## src/rtl/a429_tx_pkg.sv

```systemverilog
package a429_tx_pkg;

  // Strobes from the sequencer to the datapath
  typedef struct packed {
    logic load;   // pop queue head into the shifter
    logic shift;  // advance to the next bit
    logic drive;  // first half of a bit cell: put the bit on the lines
  } txStrobe_t;

endpackage

```

## src/rtl/a429_tx_path.sv

```systemverilog
module a429_tx_path
  import a429_tx_pkg::*;
#(
  parameter int DEPTH  = 32,
  parameter int WORD_W = 32,
  parameter int LBL_W  = 8
) (
  input  logic              clk,
  input  logic              rstN,
  input  logic              wrEn,
  input  logic [WORD_W-1:0] wrData,
  input  logic              evenParity,
  input  txStrobe_t         strb,
  output logic              fifoEmpty,
  output logic              overflow,
  output logic              lineHi,
  output logic              lineLo
);

  localparam int AW    = (DEPTH > 1) ? $clog2(DEPTH) : 1;
  localparam int CNT_W = $clog2(DEPTH + 1);
  localparam int DAT_W = WORD_W - 1;  // top bit is regenerated as parity

  logic [DAT_W-1:0] mem [DEPTH];
  logic [AW-1:0]    wrPtr, rdPtr;
  logic [CNT_W-1:0] count;
  logic             isFull, wrOk;
  logic [DAT_W-1:0] headWord;
  logic [WORD_W-1:0] ordered;
  logic [WORD_W-1:0] shReg;
  logic             unusedMsb;

  assign unusedMsb = wrData[WORD_W-1];

  function automatic logic [AW-1:0] nextPtr(input logic [AW-1:0] p);
    return (p == AW'(DEPTH - 1)) ? '0 : p + AW'(1);
  endfunction

  assign isFull    = (count == CNT_W'(DEPTH));
  assign fifoEmpty = (count == '0);
  assign wrOk      = wrEn && !isFull;
  assign headWord  = mem[rdPtr];

  // Storage array
  always_ff @(posedge clk) begin
    if (wrOk) mem[wrPtr] <= wrData[DAT_W-1:0];
  end

  // Pointers, occupancy and sticky overflow
  always_ff @(posedge clk) begin
    if (!rstN) begin
      wrPtr    <= '0;
      rdPtr    <= '0;
      count    <= '0;
      overflow <= 1'b0;
    end else begin
      if (wrOk)      wrPtr <= nextPtr(wrPtr);
      if (strb.load) rdPtr <= nextPtr(rdPtr);
      case ({wrOk, strb.load})
        2'b10:   count <= count + CNT_W'(1);
        2'b01:   count <= count - CNT_W'(1);
        default: count <= count;
      endcase
      if (wrEn && isFull) overflow <= 1'b1;
    end
  end

  // Reorder into transmit order: label MSB first, then ascending, parity last
  always_comb begin
    ordered = '0;
    for (int i = 0; i < LBL_W; i++) ordered[i] = headWord[LBL_W-1-i];
    for (int i = LBL_W; i < DAT_W; i++) ordered[i] = headWord[i];
    ordered[WORD_W-1] = evenParity ? (^headWord) : ~(^headWord);
  end

  always_ff @(posedge clk) begin
    if (!rstN)           shReg <= '0;
    else if (strb.load)  shReg <= ordered;
    else if (strb.shift) shReg <= {1'b0, shReg[WORD_W-1:1]};
  end

  assign lineHi = strb.drive &  shReg[0];
  assign lineLo = strb.drive & ~shReg[0];

  // the sequencer never loads from an empty queue
  a_r3_pop_needs_data: assert property (@(posedge clk) disable iff (!rstN)
    strb.load |-> !fifoEmpty);

  // occupancy never exceeds the depth
  a_r3_count_range: assert property (@(posedge clk) disable iff (!rstN)
    count <= CNT_W'(DEPTH));

  // flag is sticky
  a_r9_overflow_sticky: assert property (@(posedge clk) disable iff (!rstN)
    overflow |=> overflow);

  // a write while full is dropped and flagged
  a_r9_full_write_dropped: assert property (@(posedge clk) disable iff (!rstN)
    (wrEn && isFull && !strb.load) |=> (isFull && overflow));

endmodule

```

## src/rtl/a429_tx_ctrl.sv

```systemverilog
module a429_tx_ctrl
  import a429_tx_pkg::*;
#(
  parameter int HI_DIV   = 10,
  parameter int LO_DIV   = 80,
  parameter int WORD_W   = 32,
  parameter int GAP_BITS = 4
) (
  input  logic      clk,
  input  logic      rstN,
  input  logic      refTick,
  input  logic      lowSpeed,
  input  logic      holdTx,
  input  logic      fifoEmpty,
  output txStrobe_t strb
);

  localparam int MAX_DIV = (LO_DIV > HI_DIV) ? LO_DIV : HI_DIV;
  localparam int TW      = $clog2(MAX_DIV);
  localparam int MAX_BIT = (WORD_W > GAP_BITS) ? WORD_W : GAP_BITS;
  localparam int BW      = $clog2(MAX_BIT);

  typedef enum logic [1:0] {ST_IDLE, ST_SEND, ST_GAP} txState_t;

  txState_t      state;
  logic [TW-1:0] tickCnt;
  logic [BW-1:0] bitCnt;
  logic          lowLatch;
  logic [TW-1:0] divLast, halfVal;
  logic          startOk, cellEnd;

  assign divLast = lowLatch ? TW'(LO_DIV - 1) : TW'(HI_DIV - 1);
  assign halfVal = lowLatch ? TW'(LO_DIV / 2) : TW'(HI_DIV / 2);
  assign startOk = !fifoEmpty && !holdTx;
  assign cellEnd = refTick && (tickCnt == divLast);

  always_comb begin
    strb       = '0;
    strb.drive = (state == ST_SEND) && (tickCnt < halfVal);
    case (state)
      ST_IDLE: strb.load  = startOk;
      ST_SEND: strb.shift = cellEnd && (bitCnt != BW'(WORD_W - 1));
      ST_GAP:  strb.load  = cellEnd && (bitCnt == BW'(GAP_BITS - 1)) && startOk;
      default: strb       = '0;
    endcase
  end

  always_ff @(posedge clk) begin
    if (!rstN) begin
      state    <= ST_IDLE;
      tickCnt  <= '0;
      bitCnt   <= '0;
      lowLatch <= 1'b0;
    end else if (strb.load) begin
      state    <= ST_SEND;
      tickCnt  <= '0;
      bitCnt   <= '0;
      lowLatch <= lowSpeed;
    end else if (state != ST_IDLE && refTick) begin
      if (tickCnt == divLast) begin
        tickCnt <= '0;
        if (state == ST_SEND) begin
          if (bitCnt == BW'(WORD_W - 1)) begin
            state  <= ST_GAP;
            bitCnt <= '0;
          end else begin
            bitCnt <= bitCnt + BW'(1);
          end
        end else begin
          if (bitCnt == BW'(GAP_BITS - 1)) begin
            state  <= ST_IDLE;
            bitCnt <= '0;
          end else begin
            bitCnt <= bitCnt + BW'(1);
          end
        end
      end else begin
        tickCnt <= tickCnt + TW'(1);
      end
    end
  end

  // a held idle sequencer stays idle
  a_r2_hold_blocks_start: assert property (@(posedge clk) disable iff (!rstN)
    (state == ST_IDLE && holdTx) |=> (state == ST_IDLE));

  // the final bit cell is always followed by the gap
  a_r8_gap_follows_word: assert property (@(posedge clk) disable iff (!rstN)
    (state == ST_SEND && cellEnd && bitCnt == BW'(WORD_W - 1)) |=> (state == ST_GAP));

  // timing only advances on reference ticks
  a_r5_tick_gated: assert property (@(posedge clk) disable iff (!rstN)
    (state != ST_IDLE && !refTick && !strb.load) |=> $stable(tickCnt));

endmodule

```

## src/rtl/a429_word_tx.sv

```systemverilog
module a429_word_tx
  import a429_tx_pkg::*;
#(
  parameter int DEPTH    = 32,
  parameter int WORD_W   = 32,
  parameter int HI_DIV   = 10,
  parameter int LO_DIV   = 80,
  parameter int GAP_BITS = 4
) (
  input  logic              clk,
  input  logic              rstN,
  input  logic              refTick,
  input  logic              lowSpeed,
  input  logic              evenParity,
  input  logic              holdTx,
  input  logic              wrEn,
  input  logic [WORD_W-1:0] wrData,
  output logic              fifoEmpty,
  output logic              overflow,
  output logic              lineHi,
  output logic              lineLo
);

  txStrobe_t strb;

  a429_tx_ctrl #(
    .HI_DIV(HI_DIV), .LO_DIV(LO_DIV), .WORD_W(WORD_W), .GAP_BITS(GAP_BITS)
  ) uCtrl (
    .clk(clk), .rstN(rstN), .refTick(refTick), .lowSpeed(lowSpeed),
    .holdTx(holdTx), .fifoEmpty(fifoEmpty), .strb(strb)
  );

  a429_tx_path #(
    .DEPTH(DEPTH), .WORD_W(WORD_W), .LBL_W(8)
  ) uPath (
    .clk(clk), .rstN(rstN), .wrEn(wrEn), .wrData(wrData),
    .evenParity(evenParity), .strb(strb), .fifoEmpty(fifoEmpty),
    .overflow(overflow), .lineHi(lineHi), .lineLo(lineLo)
  );

  // the two lines are never high together
  a_r4_lines_exclusive: assert property (@(posedge clk) disable iff (!rstN)
    !(lineHi && lineLo));

endmodule

```

## config.mk

```make
export PLATFORM = sky130hd
export DESIGN_NAME = a429_word_tx
export DESIGN_NICKNAME = d
export VERILOG_FILES = /design/src/rtl/a429_tx_pkg.sv /design/src/rtl/a429_tx_path.sv /design/src/rtl/a429_tx_ctrl.sv /design/src/rtl/a429_word_tx.sv
export SDC_FILE = /design/constraint.sdc
export NUM_CORES = 1
export LEC_CHECK = 0
export CAP_MARGIN = 20
export CORE_MARGIN = 2
export CORE_UTILIZATION = 38
export CTS_BUF_LIST = sky130_fd_sc_hd__clkbuf_8
export DETAILED_ROUTE_END_ITERATION = 8
export PLACE_DENSITY = 0.64
export SLEW_MARGIN = 10
export SYNTH_ARGS = -nofsm -noshare
export SYNTH_HDL_FRONTEND = slang
export SYNTH_HIERARCHICAL = 1
export SYNTH_SLANG_ARGS = --single-unit
```

## constraint.sdc

```tcl
create_clock -name clk -period 3 [get_ports clk]
set_input_delay 0.45 -clock clk [delete_from_list [all_inputs] [get_ports clk]]
set_output_delay 0.45 -clock clk [all_outputs]
set_load 0.01 [all_outputs]
```

==> results of run 1 <==
[state kept, by name, summed over array words and instances, names as in the netlist, named ones only]
register / cells
uPath/mem: 992
uPath/shReg: 32
uCtrl/tickCnt: 7
uPath/count: 6
uCtrl/bitCnt: 5
uPath/rdPtr: 5
uPath/wrPtr: 5
uCtrl/state: 2
uCtrl/lowLatch: 1
uPath/overflow: 1
[final cells by class]
cell class	instances	share of cell area (%)
clock inverters	126	1.25
inverters	11	0.0821
diodes	2	0.00995
multi-input cells	978	20.8
well taps	1488	3.70
repair buffers	333	7.40
flip-flops and latches	1061	62.0
clock buffers	173	4.74
[metrics by stage]
stage          setup slack [ns]  total power, mW  area [sq um]
2_1_floorplan          -0.00379             21.5         42100
3_3_place_gp             -0.544             23.9         46800
3_5_place_dp             -0.552             24.0         46800
4_1_cts                  -0.329             35.3         50000
5_1_grt                  -0.440             36.5         50300
6_report                 -0.377             35.1         50300
[cells in the final DEF (no fill, tap or decap), drive strengths merged, types with 17 or more instances in the layout]
| master | instances |
|---|---|
| dfxtp | 69 |
| mux2i | 162 |
| o221ai | 17 |
| clkinv | 48 |
| a221oi | 45 |
| inv | 86 |
| and3 | 22 |
| a21oi | 73 |
| a22oi | 28 |
| clkbuf | 173 |
| buf | 295 |
| and2 | 21 |
| edfxtp | 992 |
| nor2 | 65 |
| nand2 | 115 |
| o21ai | 59 |
| mux4 | 188 |
| clkdlybuf4s50 | 38 |
[power by group through the flow]
stage / clock (mW) / combinational [mW] / sequential [mW]
floorplan: 0 / 4.52 / 17.0
global placement: 0 / 6.83 / 17.0
detailed placement: 0 / 6.95 / 17.1
CTS: 11.3 / 7.19 / 16.8
global route: 11.9 / 7.73 / 16.8
finish: 11.0 / 7.25 / 16.8
[worst paths after layout]
| check | to | from | cells past startpoint |
|---|---|---|---|
| min | uCtrl/state[0]$_SDFFE_PN0P_ | rstN | 2 |
| max reg2reg | uPath/shReg[31]$_SDFFE_PN0P_ | flop | 13 |
| min reg2reg | uCtrl/bitCnt[1]$_SDFFE_PP0P_ | uCtrl/bitCnt[1]$_SDFFE_PP0P_ | 2 |
| max | uPath/shReg[31]$_SDFFE_PN0P_ | flop | 13 |
[repair_timing]
action	in CTS	in global routing
hold buffers	0	0
endpoints found under the setup margin	3	8
pin swaps	13	5
buffers inserted	14	2
resized for setup	41	16
gates cloned	1	0
[layer usage]
| layer | vias up | wire length, um | global-route usage [%] |
|---|---|---|---|
| met3 | 186 | 7830 | 3.54 |
| met1 | 12100 | 44500 | 25.9 |
| met5 | - | 7 | 0 |
| met2 | 953 | 53500 | 32.1 |
| li1 | 9688 | - | - |
| met4 | 2 | 2960 | 6.56 |
[cells by family after synthesis]
group                    count (synthesis)  share of synthesized area [%]
AND/OR/NAND/NOR                        291                           3.40
XOR/XNOR                                34                           1.01
buffers and inverters                  132                           2.03
adder cells (fa/ha/maj)                 16                          0.476
flip-flops                            1061                           74.1
AO/OA/AOI/OAI                          285                           4.70
multiplexers                           352                           14.3
[critical path, delay by kind of cell, from the launching register on]
family	cells	cell delay (ns)
xor+xnor	4	1.11
compound gates	4	1.02
buf+inv	4	0.61
flops	1	0.39
simple gates	1	0.15
==> flow_summary.ini, run 1 <==
[clocking]
cts-htree-levels = 4
path_clk_slew_ns = 0.06
clock_path_buffers = 3
insertion_delay_ns = 0.83
cts_root_buf = clkbuf_8
cts_buffers = 170
cts_tree = built
numClockSinks = 1061

[sta]
final_max_slew_viol_count = 0
setup-tns-final_ns = -0.715
rsz0062_at_grt = true
relSlewSlack_pct = 30.1
hold_viol = 0
skew_ns = 0.0388
hold_slack_ns = 0.0634
tightest_slew_ns = 1.04
period_minus_slack_ns = 3.38
finalSetupViolCount = 2
fin_crit_sh_pct = 113
layout_setup_ws_ns = -0.377
max_freq_mhz = 296

[worst_setup_path]
crit_path_top_delay_cell = dfxtp_4
r2r_slack_ns = -0.38
endpoint_kind = flop
cp.required_ns = 3.74
path_class = flop to flop
path_cells = buf_12, nor2b_4, buf_12, buf_12, a221oi_1, o21ai_0, a32oi_1, buf_4, xor2_1, xnor3_1, xnor3_1, xnor3_1, a21oi_1
cp-start-kind = flop
critical_path.max_stage_delay_ns = 0.39
critical_path_arrival_ns = 4.12
path_max_fanout = 8

[synthesis]
yosysTopAreaCell = edfxtp_1
synthArstFlopShare_pct = 0
synth_common_cells = edfxtp_1, mux4_2, mux2i_1, nand2_1, a21oi_1
synth.area.top_cells = edfxtp_1, mux4_2, mux2i_1
synth.avg_cell_area_sq_um = 19.4
ys_ff_latch = 1061
synth-seq-area-share_pct = 74.1
syn_inst = 2171
yosysUniqueCellTypes = 77
yosys_warnings = 6
synth_top_area_share_pct = 70.9
synthesis.nets = 2226
synthesis.area_sq_um = 42000
ys.flop_type = edfxtp_1
yosysMostFrequentCell = edfxtp_1
synth-edff-count = 992

[place]
portBuffers = 41
gp_congestion = 0.805
hpwl_um = 65000
dp_cells = 3843

[pwr]
switchingPower_mw = 9.29
p_leak_nw = 16.4
pwr-share-comb_pct = 20.7
p_int_mw = 25.8
p_sw_share_pct = 26.5
seqPwrFrac_pct = 47.8
clkPwrFrac_pct = 31.5
power.density_nw_per_um2 = 698
worst_ir_drop_vdd_uv = 400

[floorplanning]
dieArea_sq_um = 113000
die_x_um = 337
core_sq_um = 110000
fp.dieH_um = 337
ios = 43
rows = 122
start_util_pct = 38.1

[outcome]
violations = setup timing
status = finished, violations left

[layout]
nets = 2610
syn_to_final_growth_pct = 19.6
multi_input_area_sq_um = 10500
post-route-util_pct = 45.6
layout-drive-gt1-share_pct = 27.9
fill_cells = 9285
seq_area_sq_um = 31200
fin_cells = 4172

[detailed_routing]
drc_errors = 0
drt-initial-drc-count = 2370
viasPerCell = 5.49
drt_wl_total_um = 109000
ant_nets = 0
wl_per_cell_um = 26.1
dr.pass1.iters = 8
vias = 22900

[global_routing]
overflow = 0
grt_pass1_wl_um = 159000
grt_max_degree = 46
grt_use_total_pct = 19.4
grt_pass1_vias = 23600
antenna_found_initial = 3

[worst_hold_path]
min_path_type = input pin to flop

[flow_run]
max_cap_viol_count = 0
Power figures use the tool's default switching activity.
==> run 2: changes to the inputs <==
- ABC_AREA: not set -> 1
- GPL_TIMING_DRIVEN: not set -> 1
==> flow_summary.ini, run 2 <==
[outcome]
status = finished clean

[worst_setup_path]
cp.required_ns = 2.55
path_cells = nor4_4, buf_4, nand2_1, nor2_2, clkdlybuf4s50_1
endpoint_kind = primary output
crit_path_top_delay_cell = clkdlybuf4s50_1
path_max_fanout = 4
critical_path.max_stage_delay_ns = 0.54
cp-start-kind = flop
critical_path_arrival_ns = 2.38
cp_top_family = buffers and inverters
path_buf_inv = 2
path_class = flop to primary output

[clocking]
clock_path_buffers = 3
cts_tree = built
hold_buffers = 0
insertion_delay_ns = 0.88
cts-htree-levels = 4
path_clk_slew_ns = 0.06
cts_root_buf = clkbuf_8
cts_buffers = 170
numClockSinks = 1061

[synthesis]
synthesis.nets = 4165
yosys_warnings = 6
yosysTopAreaCell = edfxtp_1
yosysUniqueCellTypes = 41
yosysMostFrequentCell = nand2_1
synth-edff-count = 992
synth_top_area_share_pct = 66.9
synth_common_cells = nand2_1, edfxtp_1, nand3_1, buf_2, nor2_1
syn_inst = 4110
synthArstFlopShare_pct = 0
synthesis.area_sq_um = 44500
ys.flop_type = edfxtp_1
synth-seq-area-share_pct = 70.0
synth.avg_cell_area_sq_um = 10.8
synth.area.top_cells = edfxtp_1, nand2_1, nand3_1
ys_ff_latch = 1061

[sta]
period_minus_slack_ns = 2.83
final_max_slew_viol_count = 0
max_freq_mhz = 354
relSlewSlack_pct = 28.6
tightest_slew_ns = 1.07
hold_viol = 0
finalSetupViolCount = 0
rsz0062_at_grt = true
skew_ns = 0.0614
fin_crit_sh_pct = 94.3

[detailed_routing]
wl_per_cell_um = 21.7
drc_errors = 0
vias = 31800
drt_wl_total_um = 130000
drt-initial-drc-count = 3343
viasPerCell = 5.32
ant_nets = 0
dr.pass1.iters = 5

[layout]
regMostFlops = uPath/mem
largest_reg_flops = 992
final_common_cell = nand2_1
fin_cells = 5985
nets = 4385
syn_to_final_growth_pct = 18.2
layout-drive-gt1-share_pct = 12.8
final_cell_mix = nand2_1, edfxtp_1, nand3_1, clkbuf_8, buf_4
post-route-util_pct = 45.3
reg_top3 = uPath/mem (992), uPath/shReg (32), uCtrl/tickCnt (7)

[floorplanning]
die_x_um = 346
start_util_pct = 38.3
rows = 125
fp.dieH_um = 346
ios = 43
core_sq_um = 116000
dieArea_sq_um = 120000

[global_routing]
grt_use_total_pct = 20.5
antenna_found_initial = 3
grt_pass1_wl_um = 185000
overflow = 0
grt_max_degree = 107
grt_pass1_vias = 29900

[pwr]
worst_ir_drop_vdd_uv = 453
p_leak_nw = 19.7
power.density_nw_per_um2 = 833

[place]
portBuffers = 41
hpwl_um = 69600
gp_congestion = 0.841
dp_cells = 5634

[worst_hold_path]
min_path_type = input pin to flop

[flow_run]
max_cap_viol_count = 0
[run 2: timing repair]
item                       CTS  global route
gates cloned                 0            26
resized for setup            6           112
pin swaps                    1            13
setup endpoints to repair    5             5
buffers inserted             0            23
hold endpoints to repair     0             0
[run 2: power breakdown]
group | internal [mW] | total, mW | switching (mW)
clock | 5.73 | 11.6 | 5.90
combinational | 5.43 | 15.4 | 9.94
sequential | 16.6 | 16.8 | 0.239
total | 27.7 | 43.8 | 16.1
[run 2: area by class of cell]
| type | instances | area, sq um |
|---|---|---|
| timing repair buffer | 280 | 3770 |
| sequential | 1061 | 31200 |
| timing repair inverter | 3 | 57.6 |
| multi-input combinational | 2736 | 12200 |
| clock buffer | 171 | 2350 |
| clock inverter | 130 | 764 |
| tap | 1524 | 1910 |
| antenna | 2 | 5.00 |
| inverter | 78 | 337 |
| fill | 10500 | 63600 |
[run 2: cells by family (layout without fill, tap and decap cells)]
logic type / after synthesis / count (layout) / synth area share, %
AO/OA/AOI/OAI: 85 / 85 / 1.09
AND/OR/NAND/NOR: 2625 / 2625 / 24.8
other: 0 / 2 / 0
flip-flops: 1061 / 1061 / 70.0
buffers and inverters: 313 / 662 / 3.48
XOR/XNOR: 10 / 10 / 0.197
adder cells (fa/ha/maj): 16 / 16 / 0.450
[run 2: final timing paths]
check,from,cells past startpoint,to,slack (ns)
setup / recovery,uPath/count[1]$_SDFFE_PN0P_,5,fifoEmpty,0.17
hold / removal,wrEn,3,uPath/overflow$_SDFFE_PN0P_,0.24
setup reg to reg,uCtrl/lowLatch$_SDFFE_PN0P_,20,uPath/count[5]$_SDFFE_PN0P_,0.19
hold reg to reg,uPath/overflow$_SDFFE_PN0P_,2,uPath/overflow$_SDFFE_PN0P_,0.45
[run 2: routing by layer]
metal  up-vias  wire length, um  global-route usage (%)
li1      14700                -                       -
met1     15500            54400                    27.9
met2      1441            60800                    33.0
met3       248            10500                    3.40
met4         2             4090                    7.72
met5         -               11                       0
[run 2: metrics by stage]
stage | hold slack, ns | setup WS (ns) | TNS, ns | power [mW] | area [sq um]
after global placement | 0.446 | -0.0458 | -0.0458 | 30.5 | 48300
after CTS | 0.173 | 0.00576 | 0 | 42.3 | 51400
after global routing | 0.234 | -0.0431 | -0.0431 | 46.3 | 52600
final | 0.235 | 0.171 | 0 | 43.8 | 52600
after floorplan | 0.445 | 0.00644 | 0 | 26.1 | 44500
after detailed placement | 0.442 | -0.0672 | -0.0995 | 30.7 | 48300
[run 2: worst reg2reg max path, cell delays in order (launching register included)]
cell and delay, ns:
dfxtp_1 0.32, ha_1 0.32, inv_2 0.06, nand3_2 0.09, nor2_4 0.13, nand4_1 0.10
nand2_2 0.13, nand2_4 0.08, inv_4 0.07, ha_4 0.15, buf_4 0.16, xnor2_4 0.13
inv_1 0.09, nand3_1 0.09, o211ai_1 0.11, nand2_1 0.12, nor2_2 0.05, a31o_2 0.22
nand3_1 0.09, o21ai_1 0.06, a21oi_1 0.13
